File: src/rtl/uwire_pkg.sv
package uwire_pkg;

    typedef enum logic [2:0] {
        ST_IDLE,
        ST_CTRL,
        ST_LOAD,
        ST_DATA,
        ST_TAIL,
        ST_HSWAIT
    } uw_state_e;

    // Mode register layout: [2] handshake, [1] direction (1 = transmit), [0] sequential
    typedef struct packed {
        logic hs_en;
        logic dir_tx;
        logic seq;
    } uw_cfg_t;

    localparam int UW_CFG_W = 3;

endpackage

File: src/rtl/uwire_cfg_reg.sv
module uwire_cfg_reg
    import uwire_pkg::*;
(
    input  logic                clk,
    input  logic                rst_n,
    input  logic                en,
    input  logic                we,
    input  logic [UW_CFG_W-1:0] wdata,
    output uw_cfg_t             cfg
);

    // Writes land only while the master is disabled
    always_ff @(posedge clk or negedge rst_n) begin
        if (!rst_n) begin
            cfg <= '0;
        end else if (we && !en) begin
            cfg <= uw_cfg_t'(wdata);
        end
    end

endmodule

File: src/rtl/uwire_bit_timer.sv
module uwire_bit_timer #(
    parameter int HALF = 2
) (
    input  logic clk,
    input  logic rst_n,
    input  logic run,
    output logic sclk_hi,
    output logic smp_stb,
    output logic bit_end
);

    localparam int PERIOD = 2 * HALF;
    localparam int PW     = (PERIOD > 2) ? $clog2(PERIOD) : 1;
    localparam logic [PW-1:0] LAST  = PW'(PERIOD - 1);
    localparam logic [PW-1:0] HALFV = PW'(HALF);

    logic [PW-1:0] pcnt;

    always_ff @(posedge clk or negedge rst_n) begin
        if (!rst_n) begin
            pcnt <= '0;
        end else if (!run || pcnt == LAST) begin
            pcnt <= '0;
        end else begin
            pcnt <= pcnt + 1'b1;
        end
    end

    assign sclk_hi = run && (pcnt >= HALFV);
    assign smp_stb = run && (pcnt == HALFV);
    assign bit_end = run && (pcnt == LAST);

endmodule

File: src/rtl/uwire_shreg.sv
module uwire_shreg #(
    parameter int W = 8
) (
    input  logic         clk,
    input  logic         rst_n,
    input  logic         load,
    input  logic [W-1:0] load_val,
    input  logic         shift,
    input  logic         sin,
    output logic [W-1:0] q
);

    always_ff @(posedge clk or negedge rst_n) begin
        if (!rst_n) begin
            q <= '0;
        end else if (load) begin
            q <= load_val;
        end else if (shift) begin
            q <= {q[W-2:0], sin};
        end
    end

endmodule

File: src/rtl/uwire_master.sv
module uwire_master
    import uwire_pkg::*;
#(
    parameter int CTL_W    = 8,
    parameter int DAT_W    = 16,
    parameter int HALF_DIV = 2,
    parameter int HS_TMO   = 64
) (
    input  logic                clk,
    input  logic                rst_n,
    input  logic                en,
    input  logic                cfg_we,
    input  logic [UW_CFG_W-1:0] cfg_wdata,
    output logic [UW_CFG_W-1:0] cfg_q,
    input  logic                ctl_valid,
    input  logic [CTL_W-1:0]    ctl_data,
    output logic                ctl_ready,
    input  logic                txd_valid,
    input  logic [DAT_W-1:0]    txd_data,
    output logic                txd_ready,
    input  logic                rxd_ready,
    output logic                rxd_valid,
    output logic [DAT_W-1:0]    rxd_data,
    output logic                busy,
    output logic                sclk,
    output logic                cs_n,
    output logic                mosi,
    input  logic                miso
);

    localparam int MAXW  = (CTL_W > DAT_W) ? CTL_W : DAT_W;
    localparam int BC_W  = (MAXW > 2) ? $clog2(MAXW) : 1;
    localparam int TMO_W = $clog2(HS_TMO + 1);
    localparam logic [BC_W-1:0]  CTL_LAST = BC_W'(CTL_W - 1);
    localparam logic [BC_W-1:0]  DAT_LAST = BC_W'(DAT_W - 1);
    localparam logic [TMO_W-1:0] TMO_LAST = TMO_W'(HS_TMO - 1);

    uw_state_e state_q, state_d;
    uw_cfg_t   cfg, cur_cfg;
    logic      cur_dir_tx;

    logic [BC_W-1:0]  bitcnt;
    logic [TMO_W-1:0] tmo_cnt;
    logic             run, sclk_hi, smp_stb, bit_end;
    logic             ctrl_last, data_last, more, tmo_hit, start;
    logic [CTL_W-1:0] ctl_q;
    logic [DAT_W-1:0] tx_q, rx_q;
    logic             unused_bits;

    uwire_cfg_reg u_cfg (
        .clk   (clk),
        .rst_n (rst_n),
        .en    (en),
        .we    (cfg_we),
        .wdata (cfg_wdata),
        .cfg   (cfg)
    );

    uwire_bit_timer #(.HALF(HALF_DIV)) u_timer (
        .clk     (clk),
        .rst_n   (rst_n),
        .run     (run),
        .sclk_hi (sclk_hi),
        .smp_stb (smp_stb),
        .bit_end (bit_end)
    );

    uwire_shreg #(.W(CTL_W)) u_ctl_sh (
        .clk      (clk),
        .rst_n    (rst_n),
        .load     (start),
        .load_val (ctl_data),
        .shift    (state_q == ST_CTRL && bit_end),
        .sin      (1'b0),
        .q        (ctl_q)
    );

    uwire_shreg #(.W(DAT_W)) u_tx_sh (
        .clk      (clk),
        .rst_n    (rst_n),
        .load     (txd_valid && txd_ready),
        .load_val (txd_data),
        .shift    (state_q == ST_DATA && cur_dir_tx && bit_end),
        .sin      (1'b0),
        .q        (tx_q)
    );

    uwire_shreg #(.W(DAT_W)) u_rx_sh (
        .clk      (clk),
        .rst_n    (rst_n),
        .load     (1'b0),
        .load_val ('0),
        .shift    (state_q == ST_DATA && !cur_dir_tx && smp_stb),
        .sin      (miso),
        .q        (rx_q)
    );

    assign unused_bits = ^{ctl_q[CTL_W-2:0], tx_q[DAT_W-2:0]};
    assign cfg_q       = cfg;
    assign cur_dir_tx  = cur_cfg.dir_tx;

    // Event decode
    assign run       = (state_q == ST_CTRL) || (state_q == ST_DATA) || (state_q == ST_TAIL);
    assign start     = ctl_valid && ctl_ready;
    assign ctrl_last = (state_q == ST_CTRL) && bit_end && (bitcnt == CTL_LAST);
    assign data_last = (state_q == ST_DATA) && bit_end && (bitcnt == DAT_LAST);
    assign more      = cur_cfg.seq && en && (cur_dir_tx ? txd_valid : rxd_ready);
    assign tmo_hit   = (tmo_cnt == TMO_LAST);

    // State register
    always_ff @(posedge clk or negedge rst_n) begin
        if (!rst_n) begin
            state_q <= ST_IDLE;
        end else begin
            state_q <= state_d;
        end
    end

    // Transitions
    always_comb begin
        state_d = state_q;
        unique case (state_q)
            ST_IDLE:   if (start) state_d = ST_CTRL;
            ST_CTRL:   if (ctrl_last) state_d = cur_dir_tx ? ST_LOAD : ST_DATA;
            ST_LOAD:   if (txd_valid) state_d = ST_DATA;
            ST_DATA: begin
                if (data_last) begin
                    if (more) state_d = cur_dir_tx ? ST_LOAD : ST_DATA;
                    else      state_d = ST_TAIL;
                end
            end
            ST_TAIL:   if (bit_end) state_d = cur_cfg.hs_en ? ST_HSWAIT : ST_IDLE;
            ST_HSWAIT: if (miso || tmo_hit) state_d = ST_IDLE;
            default:   state_d = ST_IDLE;
        endcase
    end

    // Outputs
    always_comb begin
        ctl_ready = 1'b0;
        txd_ready = 1'b0;
        busy      = 1'b1;
        cs_n      = 1'b0;
        sclk      = 1'b0;
        mosi      = 1'b0;
        unique case (state_q)
            ST_IDLE: begin
                ctl_ready = en;
                busy      = 1'b0;
                cs_n      = 1'b1;
            end
            ST_CTRL: begin
                sclk = sclk_hi;
                mosi = ctl_q[CTL_W-1];
            end
            ST_LOAD: begin
                txd_ready = 1'b1;
            end
            ST_DATA: begin
                sclk = sclk_hi;
                mosi = cur_dir_tx ? tx_q[DAT_W-1] : 1'b0;
            end
            ST_TAIL: begin
                cs_n = 1'b1;
            end
            ST_HSWAIT: begin
                cs_n = 1'b0;
            end
            default: begin
                busy = 1'b0;
                cs_n = 1'b1;
            end
        endcase
    end

    // Datapath: mode capture, bit count, timeout, received word
    always_ff @(posedge clk or negedge rst_n) begin
        if (!rst_n) begin
            cur_cfg   <= '0;
            bitcnt    <= '0;
            tmo_cnt   <= '0;
            rxd_valid <= 1'b0;
            rxd_data  <= '0;
        end else begin
            if (start) begin
                cur_cfg <= cfg;
            end
            if (!run || ctrl_last || data_last) begin
                bitcnt <= '0;
            end else if (bit_end) begin
                bitcnt <= bitcnt + 1'b1;
            end
            if (state_q == ST_HSWAIT) begin
                tmo_cnt <= tmo_cnt + 1'b1;
            end else begin
                tmo_cnt <= '0;
            end
            rxd_valid <= data_last && !cur_dir_tx;
            if (data_last && !cur_dir_tx) begin
                rxd_data <= rx_q;
            end
        end
    end

endmodule

File: config.mk
export PLATFORM = sky130hd
export DESIGN_NAME = uwire_master
export DESIGN_NICKNAME = d
export VERILOG_FILES = /design/src/rtl/uwire_pkg.sv /design/src/rtl/uwire_cfg_reg.sv /design/src/rtl/uwire_bit_timer.sv /design/src/rtl/uwire_shreg.sv /design/src/rtl/uwire_master.sv
export SDC_FILE = /design/constraint.sdc
export NUM_CORES = 1
export LEC_CHECK = 0
export ABC_AREA = 1
export BUFFER_PORTS_ARGS = -buffer_cell sky130_fd_sc_hd__buf_2
export CAP_MARGIN = 20
export CORE_MARGIN = 2
export CORE_UTILIZATION = 35
export CTS_CLUSTER_SIZE = 12
export DETAILED_ROUTE_END_ITERATION = 16
export GPL_ROUTABILITY_DRIVEN = 0
export PLACE_DENSITY_LB_ADDON = 0.25
export SETUP_SLACK_MARGIN = 0.3
export SKIP_LAST_GASP = 1
export SLEW_MARGIN = 20
export SYNTH_ARGS = -nofsm -noshare
export SYNTH_HDL_FRONTEND = slang
export SYNTH_HIERARCHICAL = 1
export SYNTH_SLANG_ARGS = --single-unit
File: constraint.sdc
create_clock -name clk -period 3.3 [get_ports clk]
set_input_delay 0 -clock clk [delete_from_list [all_inputs] [get_ports clk]]
set_output_delay 0 -clock clk [all_outputs]
set_load 0.02 [all_outputs]
Word-level counts from Yosys, hierarchy flattened
Cells that the tools add are included.
{"block": "word_totals", "wordCells": 95, "output_inout_bits": 26, "input_bits": 35, "ff_bits": 79}
{"block": "classes", "n_lt_le_gt_ge": 1, "n_mux": 26, "eq_ne": 16, "add_sub_neg": 3, "reduce_logical": 34}
{"op": "16-bit 2-to-1 mux", "n": 2}
{"op": "3-bit 2-to-1 mux", "n": 8}
{"op": "3-bit one-hot mux with 6 select lines", "n": 1}
{"op": "1-bit logical AND", "n": 17}
{"op": "8-bit 2-to-1 mux", "n": 2}
{"op": "2-bit inequality test, second input constant", "n": 6}
{"op": "1-bit 2-to-1 mux", "n": 8}
{"op": "4-bit 2-to-1 mux", "n": 2}
{"op": "7-bit by 1-bit adder with 7-bit output, second input constant", "n": 1}
{"op": "7-bit by 6-bit == test with 1-bit output, second input constant", "n": 1}
{"op": "7-bit 2-to-1 mux", "n": 1}
{"op": "3-bit by 2-bit == test with 1-bit output, second input constant", "n": 2}
{"op": "3-bit == test, second input constant", "n": 2}
{"op": "1-bit logical OR", "n": 6}
{"op": "6-bit AND reduction", "n": 1}
{"op": "2-bit nonzero test", "n": 3}
{"op": "5-bit OR reduction", "n": 1}
{"op": "4-bit by 1-bit adder with 4-bit output, second input constant", "n": 1}
{"op": "2-bit == test, second input constant", "n": 2}
{"op": "4-bit by 3-bit == test with 1-bit output, second input constant", "n": 1}
{"op": "4-bit == test, second input constant", "n": 1}
{"op": "4-bit OR reduction", "n": 1}
{"op": "3-bit by 1-bit == test with 1-bit output, second input constant", "n": 1}
{"op": "1-bit zero test", "n": 3}
{"op": "6 further kinds", "n": 6}

Longest topological paths before layout
Gate-level depths: netlist (run 1).
{"block": "depth", "ltp_word": 9, "mapped_depth": 15, "mapped_depth_nobuf": 15}

Cells and area by module
Netlist (run 1), hierarchy kept.
{"mod": "uwire_master", "area_each_um2": 1687.9, "seq_area_each_um2": 850.8, "cells_each": 222, "instances": 1}
{"mod": "uwire_shreg at u_rx_sh ...", "area_each_um2": 762.0, "seq_area_each_um2": 400.4, "cells_each": 88, "instances": 2}
{"mod": "uwire_shreg at u_ctl_sh", "area_each_um2": 374.1, "seq_area_each_um2": 200.2, "cells_each": 44, "instances": 1}
{"mod": "uwire_cfg_reg", "area_each_um2": 122.6, "seq_area_each_um2": 75.1, "cells_each": 14, "instances": 1}
{"mod": "uwire_bit_timer", "area_each_um2": 116.4, "seq_area_each_um2": 50.0, "cells_each": 15, "instances": 1}

Least setup slack after synthesis (run 1)
OpenSTA, ideal clock, no wires.
{"block": "synth_path", "path_kind": "flip-flop to flip-flop", "start": "reg state_q[2]", "end": "reg u_tx_sh.q[3]", "slack_ps": 1323, "n_path_buf": 3, "setup_ps": 124, "period_less_slack_ps": 1977, "required_time_ps": 3176, "t_arrival_ps": 1853, "path_stages_with_launch": 14, "cell_sequence": "dfrtp_1 -> buf_6 -> inv_1 -> nand3_1 -> nand3_1 -> nand2_1 -> inv_1 -> inv_1 -> nor4_1 -> buf_4 -> nor2_8 -> buf_8 -> nand2_1 -> nand3_1"}
{"block": "synth_between", "elab_chain_cells": 6, "word_cells_on_any_way": 13, "cone_classes": "eq/ne: 4; mux: 2; reduce/logical: 7"}
{"item": "start: declaration", "line": "uwire_master.sv:38", "rtl": "uw_state_e state_q, state_d;"}
{"item": "start signal: assignment", "line": "uwire_master.sv:115", "rtl": "state_q <= state_d;"}
{"item": "3-bit by 1-bit == test with 1-bit output or 3-bit by 2-bit == test with 1-bit output (tied branches)", "line": "uwire_master.sv:103", "rtl": "assign run = (state_q == ST_CTRL) || (state_q == ST_DATA) || (state_q == ST_TAIL);"}
{"item": "1-bit logical OR", "line": "uwire_master.sv:103"}
{"item": "1-bit logical OR *", "line": "uwire_master.sv:103"}
{"item": "via run", "line": "uwire_master.sv:44", "rtl": "logic run, sclk_hi, smp_stb, bit_end;"}
{"item": "1-bit logical AND *", "line": "uwire_bit_timer.sv:31", "rtl": "assign bit_end = run && (pcnt == LAST);"}
{"item": "via bit_end", "line": "uwire_master.sv:44"}
{"item": "1-bit logical AND *", "line": "uwire_master.sv:83", "rtl": ".shift (state_q == ST_DATA && cur_dir_tx && bit_end),"}
{"item": "2-bit nonzero test (no source line) *"}
{"item": "end signal: assignment", "line": "uwire_shreg.sv:17", "rtl": "q <= load_val;"}
{"item": "end signal: assignment", "line": "uwire_shreg.sv:19", "rtl": "q <= {q[W-2:0], sin};"}
{"item": "end: declaration", "line": "uwire_shreg.sv:10", "rtl": "output logic [W-1:0] q"}
The timed path passes the listed nets; every way through them passes the cells marked *.
A chain may end at the register's enable or synchronous reset.

Worst setup path in the final report (run 1)
{"block": "layout_path", "start": "reg state_q[2]", "end": "reg rxd_data[6]"}
{"block": "layout_between", "elab_chain_cells": 7, "word_cells_on_any_way": 9, "cone_classes": "eq/ne: 3; reduce/logical: 6"}
{"item": "3-bit by 1-bit == test with 1-bit output or 3-bit by 2-bit == test with 1-bit output (tied branches)", "line": "uwire_master.sv:103"}
{"item": "1-bit logical OR", "line": "uwire_master.sv:103"}
{"item": "1-bit logical OR *", "line": "uwire_master.sv:103"}
{"item": "via run", "line": "uwire_master.sv:44"}
{"item": "1-bit logical AND *", "line": "uwire_bit_timer.sv:31"}
{"item": "via bit_end", "line": "uwire_master.sv:44"}
{"item": "1-bit logical AND * (2 in series)", "line": "uwire_master.sv:106", "rtl": "assign data_last = (state_q == ST_DATA) && bit_end && (bitcnt == DAT_LAST);"}
{"item": "1-bit logical AND *", "line": "uwire_master.sv:199", "rtl": "if (data_last && !cur_dir_tx) begin"}
{"item": "end signal: assignment", "line": "uwire_master.sv:200", "rtl": "rxd_data <= rx_q;"}
{"item": "end: declaration", "line": "uwire_master.sv:23", "rtl": "output logic [DAT_W-1:0] rxd_data,"}
Marks and branches as above.

==> results of run 1 <==
==> where the power goes <==
part           leakage (nW)  internal [W]  total [W]  switching, W
logic                  1.38      0.000289   0.000793      0.000504
clock network         0.109      0.000451   0.000820      0.000369
registers              1.02       0.00117    0.00133      0.000154
total                  2.51       0.00191    0.00294       0.00103
==> registers in the layout, summed over array words and instances (netlist names) <==
name and count:
u_timer/pcnt 2, u_ctl_sh/q 8, rxd_valid 1, rxd_data 16, u_tx_sh/q 16, cur_dir_tx 1
tmo_cnt 7, u_rx_sh/q 16, bitcnt 4, cur_cfg 2, state_q 3, u_cfg/cfg 3
==> what timing repair did <==
item	in CTS	in global routing
hold buffers	35	0
endpoints found under the hold margin	107	0
setup buffers	0	0
==> stage by stage <==
step / setup slack [ps] / util, % / hold WS [ps]
6_report: 801 / 44.9 / 24.7
5_1_grt: 454 / 44.9 / 54.5
2_1_floorplan: 1320 / - / -296
3_3_place_gp: 968 / 39.4 / 225
3_5_place_dp: 829 / 39.4 / 230
4_1_cts: 831 / 44.8 / 19.4
==> logic make-up after synthesis <==
group	count (synthesis)	share of synthesized area, %
buffers and inverters	51	7.79
and+or+nand+nor	320	36.4
other	1	0.0980
xor gates and xnor gates	4	0.916
adders and majority gates	4	1.31
AOI/OAI and AO/OA	12	1.77
DFF	79	51.7
==> placed cells by master, fill, tap and decap left out, types with 2 or more instances in the layout <==
cell type / n
sky130_fd_sc_hd__clkinvlp_4: 2
sky130_fd_sc_hd__bufinv_16: 2
sky130_fd_sc_hd__ha_1: 4
sky130_fd_sc_hd__nor2_1: 27
sky130_fd_sc_hd__o21ai_0: 3
sky130_fd_sc_hd__xor2_1: 3
sky130_fd_sc_hd__dfrtp_1: 79
sky130_fd_sc_hd__inv_1: 27
sky130_fd_sc_hd__buf_4: 4
sky130_fd_sc_hd__inv_2: 4
sky130_fd_sc_hd__nor2_8: 2
sky130_fd_sc_hd__nand2_1: 182
sky130_fd_sc_hd__buf_2: 59
sky130_fd_sc_hd__nor2_4: 2
sky130_fd_sc_hd__a21oi_1: 6
sky130_fd_sc_hd__clkbuf_8: 10
sky130_fd_sc_hd__nand3_1: 98
sky130_fd_sc_hd__dlygate4sd3_1: 35
sky130_fd_sc_hd__conb_1: 19
sky130_fd_sc_hd__nand2_2: 3
==> worst max-delay path by stage <==
stage	slack, ps	startpoint	to	cells past startpoint
floorplan	1320	state_q[2]	u_tx_sh/q[3]	13
global placement	970	state_q[2]	rxd_data[6]	13
detailed placement	830	state_q[2]	rxd_data[6]	13
CTS	830	state_q[2]	rxd_data[6]	13
global route	450	state_q[2]	rxd_data[14]	13
finish	800	state_q[2]	rxd_data[6]	13
==> worst max-delay path: stages, from the launching register on <==
cell                       delay [ps]
sky130_fd_sc_hd__dfrtp_1          550
sky130_fd_sc_hd__inv_1            140
sky130_fd_sc_hd__nand3_1          210
sky130_fd_sc_hd__nand3_1          210
sky130_fd_sc_hd__nand2_1          120
sky130_fd_sc_hd__inv_1            100
sky130_fd_sc_hd__nand2_1           70
sky130_fd_sc_hd__inv_1             30
sky130_fd_sc_hd__nand2_1          100
sky130_fd_sc_hd__inv_1             60
sky130_fd_sc_hd__nand2_2          280
sky130_fd_sc_hd__clkinv_2         310
sky130_fd_sc_hd__nand2_1          130
sky130_fd_sc_hd__nand2_1           60
==> area by class of cell <==
cell class / instances / share of cell area [%]
inverters: 32 / 2.52
repair buffers: 99 / 14.3
flip-flops and latches: 79 / 41.0
clock inverters: 6 / 1.92
multi-input cells: 359 / 33.8
well taps: 140 / 3.63
clock buffers: 10 / 2.86
==> metal layers <==
metal  wire (um)  track usage (%)  part of all wire, %  vias to the layer above
li1            -                -                    -                     1700
met1        4290             20.7                   48                     1568
met2        4220             27.1                   47                       65
met3         353             3.68                  4.0                        4
met4          55             4.12                 0.62                        0
met5           0                0                    0                        -
==> results.toml, run 1 <==
[drt]
first_drt_pass_iteration_count = 4
detailed_router_s_first_iteration_violation_count = 152
totalWireLength_mm = 8.91
drt.antenna.violating_nets = 0
via_count = 3337
route.detailed.vias_per_inst = 4.60
routedWlPerCell_um = 12.3
drc_errors = 0

[global_routing]
pin_count_of_the_biggest_net_entering_global_routing = 80
grt_antenna_before_repair = 0
grt.overflow.total = 0
via_count_of_the_first_global_routing_pass = 3129
grt_first_pass_wirelength_mm = 14.9
groute.usage.overall_pct = 16.0

[synth]
ys.flop_type = "sky130_fd_sc_hd__dfrtp_1"
postSynthAreaPerCell_sq_um = 8.12
synth_area_sq_um = 3820
synth-seq-area-share_pct = 51.7
synthTopCellsByArea = "sky130_fd_sc_hd__dfrtp_1, sky130_fd_sc_hd__nand2_1, sky130_fd_sc_hd__nand3_1"
synth_edf_count = 0
fraction_of_synthesized_cell_area_taken_by_the_top_area_cell_type_pct = 51.7
yosysTopAreaCell = "sky130_fd_sc_hd__dfrtp_1"
synth.ff_latch_count = 79
post-synth-top-count-cell = "sky130_fd_sc_hd__nand2_1"
syn-instance-count = 471
synth-warning-count = 6
asyncSetResetFlopFracSynth_pct = 100
distinct_cells_synth = 30
yosys-top-cells-count = "sky130_fd_sc_hd__nand2_1, sky130_fd_sc_hd__nand3_1, sky130_fd_sc_hd__dfrtp_1, sky130_fd_sc_hd__inv_1, sky130_fd_sc_hd__nor2_1"

[min_path]
hold_path_depth = 4
hold_class = "in2reg"
hold_path_startpoint = "ctl_valid"
min_to = "cur_cfg[0]"

[die]
die_area_sq_um = 11800
start_util_pct = 35.6
ioPinCount = 61
floorplan.die.width_um = 109
placementRows = 38
die_height_um = 109
design.core.area_sq_um = 10700

[finish]
fillerInstances = 1088
multi_input_area_sq_um = 1630
area.sequential_sq_um = 1980
antennaDiodeCount = 0
layout.cells.non_filler = 725
num-nets-final = 619
synthToLayoutAreaGrowth_pct = 26.0
final_layout_size_suffix_gt1_share_pct = 16.2
final_area_sq_um = 4820

[worst_setup_path]
r2r_cells = 13
critical_path.reg2reg.startpoint = "state_q[2]"
crit-reg2reg-capture = "rxd_data[6]"
endpoint_kind = "flip-flop"
regToRegSetupSlack_ps = 800
worst_ep_arrival_time_ps = 2730
crit_path_max_fanout = 17
path_class = "reg2reg"
worst_setup_path_start_kind = "flip-flop"
cp_data_required_time_ps = 3530

[sta]
timing.final.max_slew_violations = 0
timing.fmax_mhz = 400
setup_violations = 0
period_minus_slack_ps = 2500
clock-skew-final_ps = 8.03
finalHoldViolCount = 0
relSlewSlack_pct = 47.4
grt_setup_unrepaired = "false"
setup-tns-final_ps = 0
fin_crit_sh_pct = 75.7
max_slew.worst_pin.slew_ps = 786

[flow_run]
cap_viol_max_count = 0

[placed_design]
place.detailed.instances = 674
dp_hpwl_mm = 6.01
dpl_cell_area_sq_um = 4240
buffer_ports.inserted = 60

[clock_tree]
cts_inserted_buffers = 9
cts_repair_resize_count = 0
cts-root-to-sink-buffers = 2
clockRootBuffer = "sky130_fd_sc_hd__clkbuf_8"
path_clk_slew_ps = 90
tritoncts = "yes"
clock_latency_ps = 340
cts_num_sinks = 79
clock_tree.htree_level_count = 3

[pwr]
design_power_total_w = 0.00294
power_leakage_nw = 2.51
worst_ir_drop_vdd_uv = 325
power_density_nw_per_um2 = 610

[outcome]
status = "finished, final reports clean"
No activity file was read; power rests on OpenSTA's default activity.
==> run 2, diff against run 1 <==
--- a/config.mk
+++ b/config.mk
@@ -5,7 +5,7 @@
 export SDC_FILE = /design/constraint.sdc
 export NUM_CORES = 1
 export LEC_CHECK = 0
-export ABC_AREA = 1
+export ABC_AREA = 0
 export BUFFER_PORTS_ARGS = -buffer_cell sky130_fd_sc_hd__buf_2
 export CAP_MARGIN = 20
 export CORE_MARGIN = 2
==> constraint.sdc (replaced) <==
create_clock -name clk -period 2.35 [get_ports clk]
set_input_delay 0 -clock clk [delete_from_list [all_inputs] [get_ports clk]]
set_output_delay 0 -clock clk [all_outputs]
set_load 0.02 [all_outputs]
==> run 2 against run 1 <==
  * Combinational power shrank 77%
  * Area after synthesis is 0.13% higher
  * Global-route usage down 2.3 points
  * Power decreased by 14%
  * Register-to-register slack got worse by 460 ps
  * Wire length decreased by 13%
  * Final area grew 2.4%
  * Hold slack improved by 3.9 ps
  * First-iteration DRC count down 40%
  * Synthesized cell count fell by 29%
  * Critical endpoint is now rxd_data[5]
  * Clock skew is 3.2 ps higher
==> results.toml, run 2 <==
[synth]
postSynthAreaPerCell_sq_um = 11.4
synth_edf_count = 0
post-synth-top-count-cell = "sky130_fd_sc_hd__dfrtp_1"
syn-instance-count = 336
synthTopCellsByArea = "sky130_fd_sc_hd__dfrtp_1, sky130_fd_sc_hd__mux2i_1, sky130_fd_sc_hd__nand2_1"
asyncSetResetFlopFracSynth_pct = 100
yosys-top-cells-count = "sky130_fd_sc_hd__dfrtp_1, sky130_fd_sc_hd__nand2_1, sky130_fd_sc_hd__mux2i_1, sky130_fd_sc_hd__o21ai_1, sky130_fd_sc_hd__o21ai_0"
yosysTopAreaCell = "sky130_fd_sc_hd__dfrtp_1"
synth-seq-area-share_pct = 51.6
ys.flop_type = "sky130_fd_sc_hd__dfrtp_1"
distinct_cells_synth = 49
fraction_of_synthesized_cell_area_taken_by_the_top_area_cell_type_pct = 51.6
synth.ff_latch_count = 79
synth_area_sq_um = 3830
synth-warning-count = 6

[pwr]
worst_ir_drop_vdd_uv = 389
power_leakage_nw = 2.17
power_density_nw_per_um2 = 515
design_power_total_w = 0.00254

[finish]
num-nets-final = 496
most-common-layout-cells = "sky130_fd_sc_hd__dfrtp_1, sky130_fd_sc_hd__buf_2, sky130_fd_sc_hd__nand2_1"
fillerInstances = 997
final_area_sq_um = 4940
reg.largest.list = "rxd_data: 16 flops, u_rx_sh/q: 16 flops, u_tx_sh/q: 16 flops"
layout_commonest_cell = "sky130_fd_sc_hd__dfrtp_1"
antennaDiodeCount = 0
layout.cells.non_filler = 602
final_layout_size_suffix_gt1_share_pct = 29.9
synthToLayoutAreaGrowth_pct = 28.9

[sta]
clock-skew-final_ps = 11.2
post-route-worst-setup-slack_ps = 345
max_slew.worst_pin.slew_ps = 586
setup_violations = 0
timing.final.max_slew_violations = 0
finalHoldViolCount = 0
relSlewSlack_pct = 60.9
setup-tns-final_ps = 0
fin_crit_sh_pct = 85.3
timing.fmax_mhz = 499
grt_setup_unrepaired = "true"
period_minus_slack_ps = 2010

[drt]
first_drt_pass_iteration_count = 4
via_count = 2723
drc_errors = 0
route.detailed.vias_per_inst = 4.52
totalWireLength_mm = 7.76
drt.antenna.violating_nets = 0
routedWlPerCell_um = 12.9
detailed_router_s_first_iteration_violation_count = 91

[die]
placementRows = 38
start_util_pct = 35.6
ioPinCount = 61
die_height_um = 109
design.core.area_sq_um = 10700
die_area_sq_um = 11800
floorplan.die.width_um = 109

[placed_design]
dp_hpwl_mm = 5.01
place.detailed.instances = 550
dpl_cell_area_sq_um = 4340
placement.setup.worst_slack_ps = 183
buffer_ports.inserted = 60

[clock_tree]
cts_inserted_buffers = 9
tritoncts = "yes"
clock_latency_ps = 350
path_clk_slew_ps = 80
cts_num_sinks = 79
clock_tree.htree_level_count = 3
cts-root-to-sink-buffers = 2
clockRootBuffer = "sky130_fd_sc_hd__clkbuf_8"

[worst_setup_path]
worst_setup_path_start_kind = "flip-flop"
cp_data_required_time_ps = 2580
critical_path.reg2reg.startpoint = "state_q[2]"
worst_path_largest_cell_delay_ps = 440
path_class = "reg2reg"
start_point_of_the_critical_path = "state_q[2]"
path_cells = "nand2b_4 -> o21ai_4 -> and2_4 -> and3_4 -> nand2_4 -> nor3_4 -> buf_12 -> clkbuf_16 -> mux2_2"
critical-path-slowest-cell = "sky130_fd_sc_hd__dfrtp_2"
worst_ep_arrival_time_ps = 2240
endpoint_kind = "flip-flop"
crit_path_max_fanout = 4

[global_routing]
via_count_of_the_first_global_routing_pass = 2641
pin_count_of_the_biggest_net_entering_global_routing = 46
grt_util_met1_pct = 18.4
grt_antenna_before_repair = 0
met3_usage_pct = 3.38
grt_first_pass_wirelength_mm = 12.7
groute.usage.overall_pct = 13.7
top_usage_layer = "met2"
use_met2_pct = 22.1
grt.overflow.total = 0

[outcome]
status = "finished, final reports clean"

[min_path]
hold_class = "in2reg"
hold_path_startpoint = "miso"

[flow_run]
cap_viol_max_count = 0
==> run 2: cell count changes in the layout (fill, tap and decap cells not counted), sizes merged, moves of 4 or more <==
cell	change
nand2	-132
and2	+5
conb	+4
inv	-27
nor2	-20
mux2	+22
nand3	-93
buf	+14
mux2i	+42
dlygate4sd3	-7
o21ai	+41
==> run 2: worst paths after layout <==
| check | end | slack (ps) | cells after the start |
|---|---|---|---|
| setup / recovery | rxd_data[5] | 340 | 9 |
| hold / removal | u_rx_sh/q[0] | 30 | 3 |
| setup reg to reg | rxd_data[5] | 340 | 9 |
| hold reg to reg | tmo_cnt[0] | 460 | 1 |
| max in group asynchronous | u_ctl_sh/q[7] | 1450 | 3 |
| min in group asynchronous | bitcnt[1] | 200 | 2 |
==> run 2: area by class of cell <==
type	count	area, sq um	area share, %
sequential	79	1980	40.1
multi-input combinational	256	1800	36.4
timing repair buffer	107	788	16.0
tap	140	175	3.55
clock buffer	10	138	2.79
clock inverter	6	43.8	0.887
inverter	4	15.0	0.304
==> run 2: stage by stage <==
stage	hold slack, ps	utilization, %
detailed placement	44.6	40.4
global route	49.3	45.9
finish	28.6	45.9
global placement	50.6	40.4
CTS	6.58	45.5
floorplan	-296	-
==> run 2: metal layers <==
metal  up-vias  wire length, um
li1       1380                -
met1      1286             3760
met2        51             3620
met3         6              313
met4         0               61
met5         -                0
==> run 2: cell families (layout without fill, tap and decap cells) <==
kind of cell               count (synthesis)  in the layout  synth area share, %
and+or+nand+nor                           96             96                 13.1
DFF                                       79             79                 51.6
muxes                                     64             64                 18.6
AOI/OAI and AO/OA                         61             61                 8.79
buffers and inverters                     23            127                 4.61
xor gates and xnor gates                   8              8                 1.83
adders and majority gates                  4              4                 1.31
other                                      1             23               0.0979
==> run 2: what timing repair did <==
action	CTS	global route
endpoints found under the hold margin	70	0
endpoints found under the setup margin	41	43
setup buffers	3	3
pin swaps	1	1
cloned	1	1
gates resized for setup	5	3
hold buffers	28	0
==> run 2: worst max-delay path: cells and delay by family, from the launching register on <==
family | cells | cell delay, ps
AO/OA/AOI/OAI | 1 | 80
buffers and inverters | 2 | 290
flip-flops | 1 | 440
multiplexers | 1 | 320
AND/OR/NAND/NOR | 5 | 770
==> run 2: report_power, final <==
group	total [W]	internal, W	switching (W)
sequential	0.00143	0.00140	0.0000298
combinational	0.000183	0.0000939	0.0000889
clock	0.000929	0.000416	0.000513
total	0.00254	0.00191	0.000632
==> run 3, diff against run 2 <==
--- a/config.mk
+++ b/config.mk
@@ -13,6 +13,7 @@
 export CTS_CLUSTER_SIZE = 12
 export DETAILED_ROUTE_END_ITERATION = 16
 export GPL_ROUTABILITY_DRIVEN = 0
+export MAX_ROUTING_LAYER = met4
 export PLACE_DENSITY_LB_ADDON = 0.25
 export SETUP_SLACK_MARGIN = 0.3
 export SKIP_LAST_GASP = 1
==> run 3 against run 2 <==
  * Wire length increased by 0.32%
  * Core utilization unchanged
  * Via count increased by 0.70%
  * Largest cell class unchanged
  * Highest routed layer unchanged
==> results.toml, run 3 (synthesis results as in run 2) <==
[drt]
first_drt_pass_iteration_count = 4
totalWireLength_mm = 7.78
route.detailed.vias_per_inst = 4.55
via_count = 2742
drc_errors = 0
detailed_router_s_first_iteration_violation_count = 90
drt.antenna.violating_nets = 0
routedWlPerCell_um = 12.9

[worst_setup_path]
path_class = "reg2reg"
cp_data_required_time_ps = 2580
endpoint_kind = "flip-flop"
crit_path_max_fanout = 4
worst_setup_path_start_kind = "flip-flop"
worst_ep_arrival_time_ps = 2240

[finish]
most-common-layout-cells = "sky130_fd_sc_hd__dfrtp_1, sky130_fd_sc_hd__buf_2, sky130_fd_sc_hd__nand2_1"
num-nets-final = 496
reg.largest.list = "rxd_data: 16 flops, u_rx_sh/q: 16 flops, u_tx_sh/q: 16 flops"
layout.cells.non_filler = 602
layout_commonest_cell = "sky130_fd_sc_hd__dfrtp_1"
final_layout_size_suffix_gt1_share_pct = 29.9
synthToLayoutAreaGrowth_pct = 28.9
antennaDiodeCount = 0

[sta]
max_slew.worst_pin.slew_ps = 586
setup-tns-final_ps = 0
fin_crit_sh_pct = 85.3
grt_setup_unrepaired = "true"
post-route-worst-setup-slack_ps = 345
finalHoldViolCount = 0
period_minus_slack_ps = 2000
setup_violations = 0
timing.final.max_slew_violations = 0
timing.fmax_mhz = 499
relSlewSlack_pct = 61.0
clock-skew-final_ps = 11.4

[pwr]
power_leakage_nw = 2.17
power_density_nw_per_um2 = 515
worst_ir_drop_vdd_uv = 388

[die]
design.core.area_sq_um = 10700
floorplan.die.width_um = 109
placementRows = 38
ioPinCount = 61
die_height_um = 109
die_area_sq_um = 11800
start_util_pct = 35.6

[placed_design]
placement.setup.worst_slack_ps = 183
buffer_ports.inserted = 60
dp_hpwl_mm = 5.01
place.detailed.instances = 550

[clock_tree]
tritoncts = "yes"
cts_num_sinks = 79
clockRootBuffer = "sky130_fd_sc_hd__clkbuf_8"
path_clk_slew_ps = 80
clock_latency_ps = 350
clock_tree.htree_level_count = 3
cts_inserted_buffers = 9
cts-root-to-sink-buffers = 2

[outcome]
status = "finished, final reports clean"

[global_routing]
grt_antenna_before_repair = 0
via_count_of_the_first_global_routing_pass = 2638
grt.overflow.total = 0
grt_first_pass_wirelength_mm = 12.7
groute.usage.overall_pct = 14.1
pin_count_of_the_biggest_net_entering_global_routing = 46

[min_path]
hold_class = "in2reg"

[flow_run]
cap_viol_max_count = 0
-- run 3: cell type report --
class                           count  area, sq um
Fill cell                         997         5810
Clock inverter                      6         43.8
Inverter                            4         15.0
Multi-Input combinational cell    256         1800
Timing Repair Buffer              107          788
Clock buffer                       10          138
Tap cell                          140          175
Sequential cell                    79         1980
-- run 3: final timing paths --
kind	startpoint	end	slack [ps]	depth (start not counted)
max	state_q[2]	rxd_data[5]	350	9
min	miso	u_rx_sh/q[0]	30	3
max reg2reg	state_q[2]	rxd_data[5]	350	9
min reg2reg	tmo_cnt[0]	tmo_cnt[0]	460	1
max in group asynchronous	rst_n	u_ctl_sh/q[7]	1450	3
min in group asynchronous	rst_n	u_rx_sh/q[10]	200	2
-- run 3: report_power, final --
group	switching, W	internal [W]
Combinational	0.0000891	0.0000940
Clock	0.000513	0.000416
Sequential	0.0000298	0.00140
-- run 3: what timing repair did --
item,4_1_cts,5_1_grt
pin swaps,1,1
endpoints found under the setup margin,41,43
hold buffers,28,0
gates resized for setup,5,3
endpoints found under the hold margin,70,0
cloned,1,1
buffers inserted,3,3
-- run 3: stage by stage --
step	cell area, sq um	power (W)	utilization (%)	hold WS, ps
after floorplan	3940	0.00152	-	-296
after global placement	4340	0.00160	40.4	50.6
after detailed placement	4340	0.00160	40.4	44.6
after CTS	4880	0.00259	45.5	6.58
after global routing	4940	0.00268	45.9	49.3
final	4940	0.00254	45.9	30.2
-- run 3: critical path: stages, from the launching register on --
cell and delay, ps:
sky130_fd_sc_hd__dfrtp_2 440, sky130_fd_sc_hd__nand2b_4 180, sky130_fd_sc_hd__o21ai_4 80, sky130_fd_sc_hd__and2_4 160
sky130_fd_sc_hd__and3_4 210, sky130_fd_sc_hd__nand2_4 60, sky130_fd_sc_hd__nor3_4 160, sky130_fd_sc_hd__buf_12 150
sky130_fd_sc_hd__clkbuf_16 140, sky130_fd_sc_hd__mux2_2 320
-- run 3: layer usage --
metal	vias up	track usage [%]	share of wire (%)
met5	-	-	0
met4	0	3.85	0.49
met3	6	3.13	4.1
met2	59	22.1	47
met1	1295	18.5	49
li1	1382	-	-
